File: src/rtl/lsu_align_pkg.sv
package lsu_align_pkg;
   localparam int DATA_W  = 32;
   localparam int LANES   = DATA_W / 8;
   localparam int OFF_W   = $clog2(LANES);

   typedef enum logic [1:0] {
      SZ_BYTE = 2'd0,
      SZ_HALF = 2'd1,
      SZ_WORD = 2'd2,
      SZ_RSVD = 2'd3
   } xfer_size_e;
endpackage

File: src/rtl/lsu_align_check.sv
module lsu_align_check
   import lsu_align_pkg::*;
(
   input  logic [1:0]       size,
   input  logic [OFF_W-1:0] off,
   output logic             misaligned
);
   always_comb begin
      case (size)
         SZ_BYTE: misaligned = 1'b0;
         SZ_HALF: misaligned = off[0];
         default: misaligned = |off;
      endcase
   end
endmodule

File: src/rtl/lsu_store_lanes.sv
module lsu_store_lanes
   import lsu_align_pkg::*;
(
   input  logic [DATA_W-1:0] src,
   input  logic [1:0]        size,
   input  logic [OFF_W-1:0]  off,
   output logic [DATA_W-1:0] lane_data,
   output logic [LANES-1:0]  lane_be
);
   always_comb begin
      case (size)
         SZ_BYTE: begin
            lane_data = {LANES{src[7:0]}};
            lane_be   = 4'b0001 << off;
         end
         SZ_HALF: begin
            lane_data = {(LANES/2){src[15:0]}};
            lane_be   = 4'b0011 << {off[1], 1'b0};
         end
         default: begin
            lane_data = src;
            lane_be   = '1;
         end
      endcase
   end
endmodule

File: src/rtl/lsu_load_extend.sv
module lsu_load_extend
   import lsu_align_pkg::*;
(
   input  logic [DATA_W-1:0] raw,
   input  logic [1:0]        size,
   input  logic              sgn,
   input  logic [OFF_W-1:0]  off,
   output logic [DATA_W-1:0] ext
);
   logic [DATA_W-1:0] shifted;
   assign shifted = raw >> {off, 3'b000};

   always_comb begin
      case (size)
         SZ_BYTE: ext = {{(DATA_W-8){sgn & shifted[7]}}, shifted[7:0]};
         SZ_HALF: ext = {{(DATA_W-16){sgn & shifted[15]}}, shifted[15:0]};
         default: ext = raw;
      endcase
   end
endmodule

File: src/rtl/lsu_align.sv
module lsu_align
   import lsu_align_pkg::*;
#(
   parameter int ADDR_W        = 32,
   parameter bit WORD_ADDR_OUT = 1'b1
) (
   input  logic              clk,
   input  logic              rst_n,
   input  logic              req_valid,
   output logic              req_ready,
   input  logic              req_is_move,
   input  logic              req_is_load,
   input  logic [1:0]        req_size,
   input  logic              req_signed,
   input  logic [ADDR_W-1:0] req_addr,
   input  logic [31:0]       req_wdata,
   output logic              mem_valid,
   input  logic              mem_ready,
   output logic              mem_we,
   output logic [ADDR_W-1:0] mem_addr,
   output logic [3:0]        mem_be,
   output logic [31:0]       mem_wdata,
   input  logic              mem_rvalid,
   input  logic [31:0]       mem_rdata,
   output logic              wb_valid,
   output logic [31:0]       wb_data,
   output logic              exc_misaligned,
   output logic [ADDR_W-1:0] exc_addr
);
   generate
      if (ADDR_W < OFF_W + 1) begin : g_bad_addr_w
         $error("lsu_align: ADDR_W too small for byte offset");
      end
      if (DATA_W != 32) begin : g_bad_data_w
         $error("lsu_align: data path must be 32 bits");
      end
   endgenerate

   logic [OFF_W-1:0] req_off;
   logic             misal;
   logic             free;
   logic             mem_req;
   logic             load_acc;

   logic             pend_q;
   logic [1:0]       pend_size_q;
   logic             pend_sgn_q;
   logic [OFF_W-1:0] pend_off_q;

   logic [31:0]      ext_raw;
   logic [1:0]       ext_size;
   logic             ext_sgn;
   logic [OFF_W-1:0] ext_off;

   assign req_off = req_addr[OFF_W-1:0];

   lsu_align_check u_check (
      .size       (req_size),
      .off        (req_off),
      .misaligned (misal)
   );

   lsu_store_lanes u_lanes (
      .src       (req_wdata),
      .size      (req_size),
      .off       (req_off),
      .lane_data (mem_wdata),
      .lane_be   (mem_be)
   );

   assign free      = !pend_q;
   assign mem_req   = req_valid && free && !req_is_move;
   assign mem_valid = mem_req && !misal;
   assign mem_we    = !req_is_load;
   assign load_acc  = mem_valid && mem_ready && req_is_load;
   assign req_ready = free && (req_is_move || misal || mem_ready);

   assign exc_misaligned = mem_req && misal;
   assign exc_addr       = req_addr;

   generate
      if (WORD_ADDR_OUT) begin : g_word_addr
         assign mem_addr = {req_addr[ADDR_W-1:OFF_W], {OFF_W{1'b0}}};
      end else begin : g_byte_addr
         assign mem_addr = req_addr;
      end
   endgenerate

   always_ff @(posedge clk or negedge rst_n) begin
      if (!rst_n) begin
         pend_q      <= 1'b0;
         pend_size_q <= SZ_WORD;
         pend_sgn_q  <= 1'b0;
         pend_off_q  <= '0;
      end else if (pend_q) begin
         if (mem_rvalid) pend_q <= 1'b0;
      end else if (load_acc) begin
         pend_q      <= 1'b1;
         pend_size_q <= req_size;
         pend_sgn_q  <= req_signed;
         pend_off_q  <= req_off;
      end
   end

   assign ext_raw  = pend_q ? mem_rdata   : req_wdata;
   assign ext_size = pend_q ? pend_size_q : req_size;
   assign ext_sgn  = pend_q ? pend_sgn_q  : req_signed;
   assign ext_off  = pend_q ? pend_off_q  : '0;

   lsu_load_extend u_ext (
      .raw  (ext_raw),
      .size (ext_size),
      .sgn  (ext_sgn),
      .off  (ext_off),
      .ext  (wb_data)
   );

   assign wb_valid = (pend_q && mem_rvalid) || (req_valid && free && req_is_move);

   // Misaligned access: consumed, no memory request, no writeback.
   assert_misalign_quiet_R8: assert property (@(posedge clk) disable iff (!rst_n)
      exc_misaligned |-> (!mem_valid && !wb_valid && req_ready));

   // Byte store enables exactly one lane.
   assert_byte_one_lane_R7: assert property (@(posedge clk) disable iff (!rst_n)
      (mem_valid && mem_we && req_size == SZ_BYTE) |-> $countones(mem_be) == 1);

   // An accepted load blocks further requests in the next cycle.
   assert_load_stalls_R10: assert property (@(posedge clk) disable iff (!rst_n)
      (mem_valid && mem_ready && !mem_we) |=> !req_ready);

   // Moves never reach memory.
   assert_move_no_mem_R9: assert property (@(posedge clk) disable iff (!rst_n)
      (req_valid && req_is_move) |-> !mem_valid && !exc_misaligned);

   // Signed byte results carry bit 7 through the upper bits.
   assert_signed_byte_fill_R4: assert property (@(posedge clk) disable iff (!rst_n)
      (wb_valid && ext_size == SZ_BYTE && ext_sgn) |-> wb_data[31:8] == {24{wb_data[7]}});

   generate
      if (WORD_ADDR_OUT) begin : g_addr_chk
         assert_word_addr_R11: assert property (@(posedge clk) disable iff (!rst_n)
            mem_valid |-> mem_addr[OFF_W-1:0] == '0);
      end
   endgenerate
endmodule

File: config.mk
export PLATFORM = sky130hd
export DESIGN_NAME = lsu_align
export DESIGN_NICKNAME = d
export VERILOG_FILES = /design/src/rtl/lsu_align_pkg.sv /design/src/rtl/lsu_align_check.sv /design/src/rtl/lsu_store_lanes.sv /design/src/rtl/lsu_load_extend.sv /design/src/rtl/lsu_align.sv
export SDC_FILE = /design/constraint.sdc
export NUM_CORES = 1
export LEC_CHECK = 0
export ABC_AREA = 1
export BUFFER_PORTS_ARGS = -buffer_cell sky130_fd_sc_hd__clkbuf_2
export CAP_MARGIN = 10
export CORE_AREA = 2 2 93 95
export DETAILED_ROUTE_END_ITERATION = 8
export DIE_AREA = 0 0 95 97
export GPL_ROUTABILITY_DRIVEN = 0
export GPL_TIMING_DRIVEN = 0
export PLACE_DENSITY = 0.74
export SLEW_MARGIN = 20
export SYNTH_ARGS = -nofsm -noshare
export SYNTH_HDL_FRONTEND = slang
export SYNTH_HIERARCHICAL = 1
export SYNTH_SLANG_ARGS = --single-unit
File: constraint.sdc
create_clock -name clk -period 1.6 [get_ports clk]
set_clock_uncertainty 0.15 [all_clocks]
set_input_delay 0.08 -clock clk [delete_from_list [all_inputs] [get_ports clk]]
set_output_delay 0.08 -clock clk [all_outputs]
set_load 0.02 [all_outputs]
# Word-level counts from Yosys, hierarchy flattened
# Index checks and enable logic that the tools add are counted.
dict set report word_totals {
  ff_bits 6
  latchBits 0
  ramBits 0
  mem_bits_ro 0
  elab_cells 43
  memories 0
}
dict set report op_classes {
  addsub 0
  multipliers 0
  n_div 0
  n_lt_le_gt_ge 0
  eq_ne 2
  n_shift 3
  n_mux 11
  bitwise_logic 3
  reduce_logical 20
}
# op count
set ops {}
lappend ops {{32-bit one-hot mux with 2 select lines} 2}
lappend ops {{32-bit two-way mux} 1}
lappend ops {{32-bit by 5-bit >> shifter with 16-bit output} 1}
lappend ops {{1-bit logical AND} 9}
lappend ops {{4-bit one-hot mux with 2 select lines} 1}
lappend ops {{2-bit by 1-bit == test with 1-bit output (second input constant)} 2}
lappend ops {{1-bit logical NOT} 4}
lappend ops {{2-bit logical NOT} 2}
lappend ops {{1-bit two-way mux} 4}
lappend ops {{2-bit two-way mux} 2}
lappend ops {{1-bit by 2-bit << shifter with 4-bit output (first input constant)} 1}
lappend ops {{2-bit by 2-bit << shifter with 4-bit output (first input constant)} 1}
lappend ops {{1-bit logical OR} 3}
lappend ops {{1-bit AND} 2}
lappend ops {{1-bit one-hot mux with 2 select lines} 1}
lappend ops {{2-bit AND reduction} 1}
lappend ops {{2-bit OR reduction} 1}
lappend ops {{1-bit inverter} 1}

# Logic depth before layout (Yosys ltp)
dict set report logic_depth {
  depth_word 8
  mapped_depth 11
  ltp_nobuf 9
}

# Cells and area by module
# Netlist, hierarchy kept.
# mod n_inst cells_per_inst area_per_inst_um2 seq_area_each_um2
set by_module_without_submodules {}
lappend by_module_without_submodules {lsu_align 1 220 1237.4 151.4}
lappend by_module_without_submodules {lsu_load_extend 1 173 842.1 0.0}
lappend by_module_without_submodules {lsu_store_lanes 1 98 559.3 0.0}
lappend by_module_without_submodules {lsu_align_check 1 4 16.3 0.0}

# Worst setup path after synthesis
# OpenSTA, ideal clock, no wires.
dict set report synth_timing {
  kind {reg2out}
  start {reg pend_q}
  end {out wb_data[21]}
  t_arrival_ps 1554
  required_time_ps 1370
  slack_ps -184
  path_stages_with_launch 12
  path_cell_list {dfrtp_1 buf_2 nand2_1 inv_1 buf_6 inv_6 nor2_8 nand2_2 nand2_2 nand3_4 buf_6 nand3_1}
}
dict set report synth_between {
  elab_chain_cells 4
}
# item line
set synth_rtl {}
lappend synth_rtl {{start: declaration} lsu_align.sv:45} ;# logic pend_q;
lappend synth_rtl {{start signal: assignment} lsu_align.sv:91} ;# pend_q <= 1'b0;
lappend synth_rtl {{start signal: assignment} lsu_align.sv:96} ;# if (mem_rvalid) pend_q <= 1'b0;
lappend synth_rtl {{start signal: assignment} lsu_align.sv:98} ;# pend_q <= 1'b1;
lappend synth_rtl {{2-bit two-way mux (*)} lsu_align.sv:108} ;# assign ext_off = pend_q ? pend_off_q : '0;
lappend synth_rtl {{via ext_off[1]} lsu_align.sv:53} ;# logic [OFF_W-1:0] ext_off;
lappend synth_rtl {{32-bit by 5-bit >> shifter with 16-bit output (*)} lsu_load_extend.sv:11} ;# assign shifted = raw >> {off, 3'b000};
lappend synth_rtl {{1-bit AND (on tied branches)} {lsu_load_extend.sv:16, lsu_load_extend.sv:15}}
lappend synth_rtl {{32-bit one-hot mux with 2 select lines (*)} lsu_load_extend.sv:14} ;# case (size)
lappend synth_rtl {{end: declaration} lsu_align.sv:26} ;# output logic [31:0] wb_data,
# Mark *: on every way through the listed nets, which the timed path passes. The rest lies on a longest branch.

# Worst setup path after layout
dict set report layout_timing {
  start {reg pend_q}
  end {out wb_data[18]}
}
# The elaborated chain is that of the path after synthesis.

==> reports/qor.yml <==
power:
  power_density_nw_per_um2: 458.2
  ir_drop_uv: 244.3
  p_leak_nw: 3.016
detailed_routing:
  drt-initial-drc-count: 216
  totalWireLength_um: 12220
  drt_pass1_iterations: 5
  vias: 4070
  vias_per_cell: 4.771
  drc_errors: 0
  drt.antenna.violating_nets: 0
  wire_per_inst_um: 14.32
run:
  maxCapViolCount: 0
worst_setup_path:
  rrSetupSlack_ns: 0.08
  start_kind: "flop"
  cp_slowest_cell: "dfrtp_2"
  critPathTopFamily: "buffers and inverters"
  slowest_delay_ns: 0.45
  crit_type: "flop to output pin"
  required_ns: 1.37
  end_kind: "output pin"
  worstPathArrival_ns: 1.98
  cp_cell_sequence: "buf_6, nand2_2, inv_2, buf_12, inv_8, nand2_2, nand3_2, nand2_4, nand3_4, buf_6, nand3_2, clkbuf_8"
  critPathMaxFanout: 8
  startpoint: "pend_q"
  crit_buf_inv: 6
  reg2reg_from: "pend_q"
timing:
  slew_viol_final: 0
  setup_viol: 34
  fin_ws_ns: -0.6100
  fin_crit_sh_pct: 138.1
  fmax_mhz: 452.5
  setup_tns_ns: -18.10
  hold_viol_final: 0
  finalCriticalPeriod_ns: 2.210
  rsz0062_at_grt: "yes"
synth:
  async_flop_share_pct: 100.0
  synth_top_cell_area_share_pct: 33.65
  synth.area.top_cells: "nand2_1, buf_4, nand3_1"
  ys_seq_area_share_pct: 5.702
  synth_cell_types: 28
  synth_area_leader_cell: "nand2_1"
  ys_warn_count: 6
  syn_avg_cell_area_um2: 5.364
  ys_seq_elements: 6
  synthCells: 495
  synth_area_um2: 2655
  synth-edff-count: 0
  ys.flop_type: "dfrtp_1"
die:
  die-area_um2: 9215
  core_area_um2: 8134
  ios: 243
  dieHeight_um: 97
  start_util_pct: 32.64
  die_x_um: 95
  rows: 33
place:
  placed_cells: 811
  place_ws_ns: -0.5118
  place_area_um2: 4014
  dp_hpwl_um: 9385
  port_buffers: 210
finish:
  areaGrowthSynthToFinish_pct: 90.29
  stdcell_count: 853
  diodes: 0
  num-fill-cells: 772
  design_area_um2: 5052
  fin_nets: 855
  drive_above_1_share_pct: 59.36
worst_hold_path:
  hold_class: "input port to flop"
  hp-start: "req_addr[0]"
grt:
  antenna_found_initial: 0
  grt_overflow: 0
  grt_pass1_wl_um: 18710
  grt_usage_pct: 25.02
  grt_max_degree: 11
  grt_pass1_vias: 3975
cts:
  clock_latency_ns: 0.23
  cts_buffers: 3
  root_buffer: "clkbuf_8"
  clk_pin_slew_worst_paths_ns: 0.04
  htreeDepth: 1
  cts_tree: "built"
  cts_sinks: 6
  ctsLongestPathBuffers: 2
status:
  violations: "setup timing"
  status: "finished with violations"
-- power breakdown --
part           switching, W  internal [W]  leakage (nW)
Sequential        0.0000214      0.000188        0.0734
Clock             0.0000820      0.000173        0.0228
Combinational       0.00101      0.000839          2.92
-- placed cells by master (no fill, tap or decap), types with 3 or more instances in the layout --
master	synthesis	routed
buf_12	1	5
buf_2	11	3
buf_4	76	99
buf_6	7	20
buf_8	0	30
clkbuf_2	1	176
clkbuf_8	0	8
dfrtp_1	5	4
dlygate4sd3_1	0	4
inv_1	16	12
inv_2	2	5
nand2_1	238	211
nand2_2	3	25
nand2_4	0	5
nand3_1	34	9
nand3_2	17	35
nand3_4	2	9
nand4_1	5	5
nor2_1	18	16
nor2_4	2	4
o21ai_0	32	21
o21ai_1	12	18
o21ai_2	0	4
-- state kept, by name, indices dropped and copies added, names as in the netlist --
| signal | flops |
|---|---|
| pend_size_q | 2 |
| pend_sgn_q | 1 |
| pend_q | 1 |
| pend_off_q | 2 |
-- final timing paths --
kind,to,cells past startpoint
max,wb_data[18],12
min,pend_off_q[0],3
max reg2reg,pend_size_q[0],7
min reg2reg,pend_size_q[1],2
max in group asynchronous,pend_size_q[1],2
min in group asynchronous,pend_sgn_q,2
-- cell usage after synthesis, drive strengths merged (2+ instances only) --
library cell,instances
nand3,53
nand2,241
dfrtp,5
nor2,23
buf,95
a21oi,2
inv,20
nand4,5
o21ai,44
clkbuf,3
-- tightest hold or removal path: stages --
cell and delay [ns]:
clkbuf_2 0.13, nand4_1 0.10, nand2_1 0.05
-- per-layer routing --
| layer | wire length (µm) | part of all wire [%] | GRT usage (%) |
|---|---|---|---|
| met4 | 366 | 3.0 | 8.807 |
| met3 | 974 | 8.0 | 3.193 |
| met2 | 6458 | 53 | 46.04 |
| met1 | 4417 | 36 | 28.91 |
| met5 | 0 | 0 | 0 |
-- kinds of logic (layout without fill, tap and decap cells) --
group                  Yosys count  in the layout  synth area share, %
AO/OA/AOI/OAI                   46             46                8.671
buffers and inverters          119            371                31.01
flip-flops                       6              6                5.702
other                            1              2               0.1412
AND/OR/NAND/NOR                323            323                54.48
-- repair_timing --
item / CTS / global route
hold buffers: 4 / 0
endpoints found under the setup margin: 34 / 35
gates cloned: 2 / 0
gates resized for setup: 123 / 78
buffers inserted: 26 / 6
hold endpoints to repair: 9 / 0
pin swaps: 23 / 21
-- metrics by stage --
stage,hold slack [ns],power (W),util (%)
after floorplan,-0.3656,0.001169,-
after global routing,0.04037,0.002460,62.11
after CTS,0.01952,0.002177,58.91
after global placement,-0.2421,0.001641,49.35
after detailed placement,-0.2365,0.001658,49.35
final,0.01636,0.002315,62.11
-- layout make-up --
| cell class | count | area [µm²] | share of cell area, % |
|---|---|---|---|
| multi-input cells | 371 | 2018 | 39.95 |
| plain buffers | 98 | 837.1 | 16.57 |
| repair buffers | 248 | 1757 | 34.77 |
| well taps | 105 | 131.4 | 2.600 |
| clock buffers | 4 | 45.04 | 0.8915 |
| inverters | 21 | 111.4 | 2.204 |
| flip-flops and latches | 6 | 152.6 | 3.021 |
Note: power is estimated with default switching activity, not from simulation.
